===== src/rtl/msf_pkg.sv =====
package msf_pkg;
   typedef enum logic [1:0] {
      ST_IDLE  = 2'd0,
      ST_FWD   = 2'd1,
      ST_LOCAL = 2'd2
   } msf_state_e;
endpackage


===== src/rtl/msf_decide.sv =====
module msf_decide (
   input  logic cfg_ns,
   input  logic attr_sec,
   output logic blocked
);
   // a non-secure master may not reach secure space; secure masters pass
   always_comb blocked = cfg_ns & attr_sec;
endmodule


===== src/rtl/msf_irq_flag.sv =====
module msf_irq_flag (
   input  logic clk,
   input  logic rst_n,
   input  logic set_ev,
   input  logic clr,
   output logic flag
);
   always_ff @(posedge clk or negedge rst_n) begin
      if (!rst_n)      flag <= 1'b0;
      else if (clr)    flag <= 1'b0;
      else if (set_ev) flag <= 1'b1;
   end
endmodule


===== src/rtl/msf_txn_ctrl.sv =====
module msf_txn_ctrl
   import msf_pkg::*;
#(
   parameter int AW = 32,
   parameter int DW = 32
) (
   input  logic          clk,
   input  logic          rst_n,
   input  logic          blocked,
   input  logic          cfg_ns,
   input  logic          cfg_err_resp,
   input  logic          up_req_valid,
   output logic          up_req_ready,
   input  logic          up_req_write,
   input  logic [AW-1:0] up_req_addr,
   input  logic [DW-1:0] up_req_wdata,
   output logic          up_rsp_valid,
   input  logic          up_rsp_ready,
   output logic          up_rsp_err,
   output logic [DW-1:0] up_rsp_rdata,
   output logic          dn_req_valid,
   input  logic          dn_req_ready,
   output logic          dn_req_write,
   output logic [AW-1:0] dn_req_addr,
   output logic [DW-1:0] dn_req_wdata,
   output logic          dn_req_ns,
   input  logic          dn_rsp_valid,
   output logic          dn_rsp_ready,
   input  logic          dn_rsp_err,
   input  logic [DW-1:0] dn_rsp_rdata,
   output logic          reject_ev
);
   msf_state_e state_q, state_d;
   logic       loc_err_q;
   logic       idle, accept;

   always_comb begin
      idle         = (state_q == ST_IDLE);
      dn_req_valid = idle & up_req_valid & ~blocked;
      up_req_ready = idle & (blocked | dn_req_ready);
      accept       = up_req_valid & up_req_ready;
      reject_ev    = accept & blocked;
      dn_req_write = up_req_write;
      dn_req_addr  = up_req_addr;
      dn_req_wdata = up_req_wdata;
      dn_req_ns    = cfg_ns;
   end

   always_comb begin
      up_rsp_valid = (state_q == ST_LOCAL) | ((state_q == ST_FWD) & dn_rsp_valid);
      up_rsp_err   = (state_q == ST_LOCAL) ? loc_err_q : dn_rsp_err;
      up_rsp_rdata = (state_q == ST_LOCAL) ? '0 : dn_rsp_rdata;
      dn_rsp_ready = (state_q == ST_FWD) & up_rsp_ready;
   end

   always_comb begin
      state_d = state_q;
      unique case (state_q)
         ST_IDLE:  if (accept) state_d = blocked ? ST_LOCAL : ST_FWD;
         ST_FWD:   if (dn_rsp_valid & up_rsp_ready) state_d = ST_IDLE;
         ST_LOCAL: if (up_rsp_ready) state_d = ST_IDLE;
         default:  state_d = ST_IDLE;
      endcase
   end

   always_ff @(posedge clk or negedge rst_n) begin
      if (!rst_n) begin
         state_q   <= ST_IDLE;
         loc_err_q <= 1'b0;
      end else begin
         state_q <= state_d;
         if (reject_ev) loc_err_q <= cfg_err_resp;
      end
   end
endmodule


===== src/rtl/msf_bus_filter.sv =====
module msf_bus_filter #(
   parameter int AW = 32,
   parameter int DW = 32
) (
   input  logic          clk,
   input  logic          rst_n,
   input  logic          cfg_ns,
   input  logic          cfg_err_resp,
   input  logic          irq_clr,
   input  logic          attr_sec,
   input  logic          up_req_valid,
   output logic          up_req_ready,
   input  logic          up_req_write,
   input  logic [AW-1:0] up_req_addr,
   input  logic [DW-1:0] up_req_wdata,
   output logic          up_rsp_valid,
   input  logic          up_rsp_ready,
   output logic          up_rsp_err,
   output logic [DW-1:0] up_rsp_rdata,
   output logic          dn_req_valid,
   input  logic          dn_req_ready,
   output logic          dn_req_write,
   output logic [AW-1:0] dn_req_addr,
   output logic [DW-1:0] dn_req_wdata,
   output logic          dn_req_ns,
   input  logic          dn_rsp_valid,
   output logic          dn_rsp_ready,
   input  logic          dn_rsp_err,
   input  logic [DW-1:0] dn_rsp_rdata,
   output logic          irq
);
   initial begin : param_chk
      assert (AW >= 1 && AW <= 64) else $fatal(1, "msf_bus_filter: AW out of range");
      assert (DW >= 8 && DW <= 64) else $fatal(1, "msf_bus_filter: DW out of range");
   end

   logic blocked;
   logic reject_ev;

   msf_decide u_decide (
      .cfg_ns   (cfg_ns),
      .attr_sec (attr_sec),
      .blocked  (blocked)
   );

   msf_txn_ctrl #(.AW(AW), .DW(DW)) u_ctrl (
      .clk          (clk),
      .rst_n        (rst_n),
      .blocked      (blocked),
      .cfg_ns       (cfg_ns),
      .cfg_err_resp (cfg_err_resp),
      .up_req_valid (up_req_valid),
      .up_req_ready (up_req_ready),
      .up_req_write (up_req_write),
      .up_req_addr  (up_req_addr),
      .up_req_wdata (up_req_wdata),
      .up_rsp_valid (up_rsp_valid),
      .up_rsp_ready (up_rsp_ready),
      .up_rsp_err   (up_rsp_err),
      .up_rsp_rdata (up_rsp_rdata),
      .dn_req_valid (dn_req_valid),
      .dn_req_ready (dn_req_ready),
      .dn_req_write (dn_req_write),
      .dn_req_addr  (dn_req_addr),
      .dn_req_wdata (dn_req_wdata),
      .dn_req_ns    (dn_req_ns),
      .dn_rsp_valid (dn_rsp_valid),
      .dn_rsp_ready (dn_rsp_ready),
      .dn_rsp_err   (dn_rsp_err),
      .dn_rsp_rdata (dn_rsp_rdata),
      .reject_ev    (reject_ev)
   );

   msf_irq_flag u_irq (
      .clk    (clk),
      .rst_n  (rst_n),
      .set_ev (reject_ev),
      .clr    (irq_clr),
      .flag   (irq)
   );
endmodule


===== config.mk =====
export PLATFORM = sky130hd
export DESIGN_NAME = msf_bus_filter
export DESIGN_NICKNAME = d
export VERILOG_FILES = /design/src/rtl/msf_pkg.sv /design/src/rtl/msf_decide.sv /design/src/rtl/msf_irq_flag.sv /design/src/rtl/msf_txn_ctrl.sv /design/src/rtl/msf_bus_filter.sv
export SDC_FILE = /design/constraint.sdc
export NUM_CORES = 1
export LEC_CHECK = 0
export BUFFER_PORTS_ARGS = -buffer_cell sky130_fd_sc_hd__buf_2
export CAP_MARGIN = 40
export CORE_AREA = 2 2 83 85
export CTS_BUF_LIST = sky130_fd_sc_hd__clkbuf_4 sky130_fd_sc_hd__clkbuf_8
export CTS_CLUSTER_SIZE = 24
export DETAILED_ROUTE_END_ITERATION = 10
export DIE_AREA = 0 0 85 87
export PLACE_DENSITY = 0.53
export RECOVER_POWER = 100
export REMOVE_ABC_BUFFERS = 1
export SKIP_LAST_GASP = 1
export SYNTH_ARGS = -nofsm -noshare
export SYNTH_HDL_FRONTEND = slang
export SYNTH_SLANG_ARGS = --single-unit

===== constraint.sdc =====
create_clock -name clk -period 2.6 [get_ports clk]
set_clock_uncertainty 0.2 [all_clocks]
set_input_delay 0.39 -clock clk [delete_from_list [all_inputs] [get_ports clk]]
set_output_delay 0.39 -clock clk [all_outputs]
set_load 0.1 [all_outputs]

==> metrics <==
Slew Limit Fails 0; status finished clean; Worst-Margin Slew 1.17 ns; slew margin rel. 22.2%; vias post-DR 805; max-cap violations 0; post-cts resize count 0; Yosys warning count 0; synthesized area 918 um2; Die Wd 85 um; synthesis-to-finish area growth 4.63%; CP max-delay cell clkbuf_2; Seq/Total Area, Yosys 10.9%; clock buffer count from CTS 3; Worst Hold Depth 2; Crit path required time 2.01 ns; Fin Hold WS 0.119 ns; crit start category flop; vias in the first global route 777; Fmax achieved 416 MHz; worst skew pair latency 0.21 ns; H-tree depth 1; largest net degree at the start of global routing 36; die area 7400 um2; endpoints failing setup 0; all-layer global routing usage 21.3%; VDD IR-drop max 0.199 mV; CP delay by family, top buffers and inverters; final count of hold timing violations 0; CTS Root Cell clkbuf_8; WHS Endpoint u_irq.flag$_DFFE_PN0P_; Core Region 6570 um2; Die H 87 um; Placement Rows 30; Synth Instances 123; Worst Setup End Kind primary output; FF+latch count, synth 4; Avg WL per Cell 38.0 um; Data arrival, critical path 1.81 ns; share of cells above drive strength 1 59.7%; drt first-iter violations 29; deepest clock path buffer count 2; Tcrit/Tclk final 92.5%; critical path's largest stage delay 0.45 ns; I/O Buffers 81; HP Start irq_clr; RSZ-0062 raised after global routing no; Finished Layout Cells 219; placed cell count 215; total negative slack 0 ns; R2R depth 3; crit-path max FO 35; clock sinks 4; Antenna Nets Post-Route 0; reg-to-reg critical path endpoint u_ctrl.loc_err_q$_DFFE_PN0P_; Final min period 2.40 ns; initial antenna violation count 1; Netlist cell types 18; Overall Power 0.000883 W; critical-path cell list nand2b_2 -> mux2_2 -> clkbuf_2; pwr dens 919 nW/um2; Worst Path Buf+Inv 1; critical path type flop to primary output; reg2reg start u_ctrl.state_q[1]$_DFFE_PN0P_; TritonCTS clock tree yes; io pins 212; global-route wire length before repair 9750 um; hold_buf cts 1; gpl congestion 0.862; Filler Cells Inserted 760; Post-Place Setup Slack 0.438 ns; drt via density 3.68; static leakage 0.521 nW; Clock transition at path regs 0.03 ns; Setup WS post-layout 0.195 ns; worst reg-to-reg setup slack 1.15 ns; total setup buffers inserted after CTS 0; DR pass1 iterations 4; HP Class input pin to flop; Post-route DRC 0; final net count 249; starting density of the core 14.0%; Post-Route WL 8310 um; Mean Syn Cell Area 7.47 um2; n_diodes 0; grt ovf 0
==> worst reg2reg max path, delay by kind of cell, from the launching register on <==
kind,cells,cell delay [ns]
muxes,1,0.37
and+or+nand+nor,2,0.36
DFF,1,0.40
==> routing by layer <==
| layer | wire length, um | GRT usage [%] | share of wire, % | up-vias |
|---|---|---|---|---|
| met2 | 3530 | 30.5 | 42 | 146 |
| met5 | 61 | 8.39 | 0.73 | - |
| met3 | 3000 | 37.8 | 36 | 6 |
| met1 | 1630 | 11.6 | 20 | 307 |
| li1 | - | - | - | 342 |
| met4 | 90 | 4.33 | 1.1 | 4 |
==> worst max-delay path by stage <==
stage                                              from           end  slack, ns  depth (start not counted)
after detailed placement  u_ctrl.state_q[0]$_DFFE_PN0P_    up_rsp_err       0.44                          3
after CTS                 u_ctrl.state_q[0]$_DFFE_PN0P_    up_rsp_err       0.21                          3
after global placement    u_ctrl.state_q[0]$_DFFE_PN0P_    up_rsp_err       0.48                          3
final                     u_ctrl.state_q[0]$_DFFE_PN0P_    up_rsp_err       0.20                          3
after floorplan           u_ctrl.state_q[1]$_DFFE_PN0P_  up_req_ready      -0.48                          1
after global routing      u_ctrl.state_q[0]$_DFFE_PN0P_    up_rsp_err       0.12                          3
==> sequential cells by signal, summed over array words and instances, names as in the netlist <==
signal and count:
u_ctrl.loc_err_q 1, u_ctrl.state_q 2, u_irq.flag 1
==> cell type report <==
cell class | instances | area (um2) | area share [%]
clock buffers | 3 | 41.3 | 4.30
inverters | 1 | 3.75 | 0.391
multi-input cells | 49 | 304 | 31.6
flip-flops and latches | 4 | 100 | 10.4
well taps | 80 | 100 | 10.4
repair buffers | 82 | 412 | 42.8
==> report_power, final <==
part / leakage, nW / internal, W / switching [W]
Combinational: 0.448 / 0.000104 / 0.000566
Sequential: 0.0518 / 0.0000752 / 0.00000906
Clock: 0.0216 / 0.0000985 / 0.0000305
==> cells by family after synthesis <==
| group | share of synthesized area (%) |
|---|---|
| AO/OA/AOI/OAI | 2.59 |
| flip-flops | 10.9 |
| AND/OR/NAND/NOR | 28.3 |
| multiplexers | 2.45 |
| buffers and inverters | 55.7 |
==> synth_stat cells <==
master / n / share of area, %
buf_2: 1 / 0.54
buf_4: 66 / 54
nand2_1: 4 / 1.6
a21oi_1: 2 / 1.1
a22o_1: 1 / 0.95
and2_1: 33 / 22
clkbuf_1: 2 / 0.82
mux2_2: 1 / 1.2
nand4_1: 1 / 0.68
mux2_1: 1 / 1.2
o21ai_0: 1 / 0.54
nor2_2: 1 / 0.68
inv_1: 1 / 0.41
nand2b_2: 1 / 0.95
and3_1: 1 / 0.68
nor2b_1: 1 / 0.68
dfrtp_1: 4 / 11
nor3_1: 1 / 0.54
==> metrics by stage <==
step	util [%]	instance area, um2
final	14.6	961
after global routing	14.6	961
after CTS	14.7	967
after detailed placement	13.9	916
after global placement	13.9	916
after floorplan	-	410
==> layout by cell type (no fill, tap or decap), drive strengths merged, types with 2 or more instances in the layout <==
cell type,instances
a21oi,2
and2,33
buf,41
clkbuf,43
dfrtp,4
mux2,2
nand2,4
Note: power is estimated with default switching activity, not from simulation.
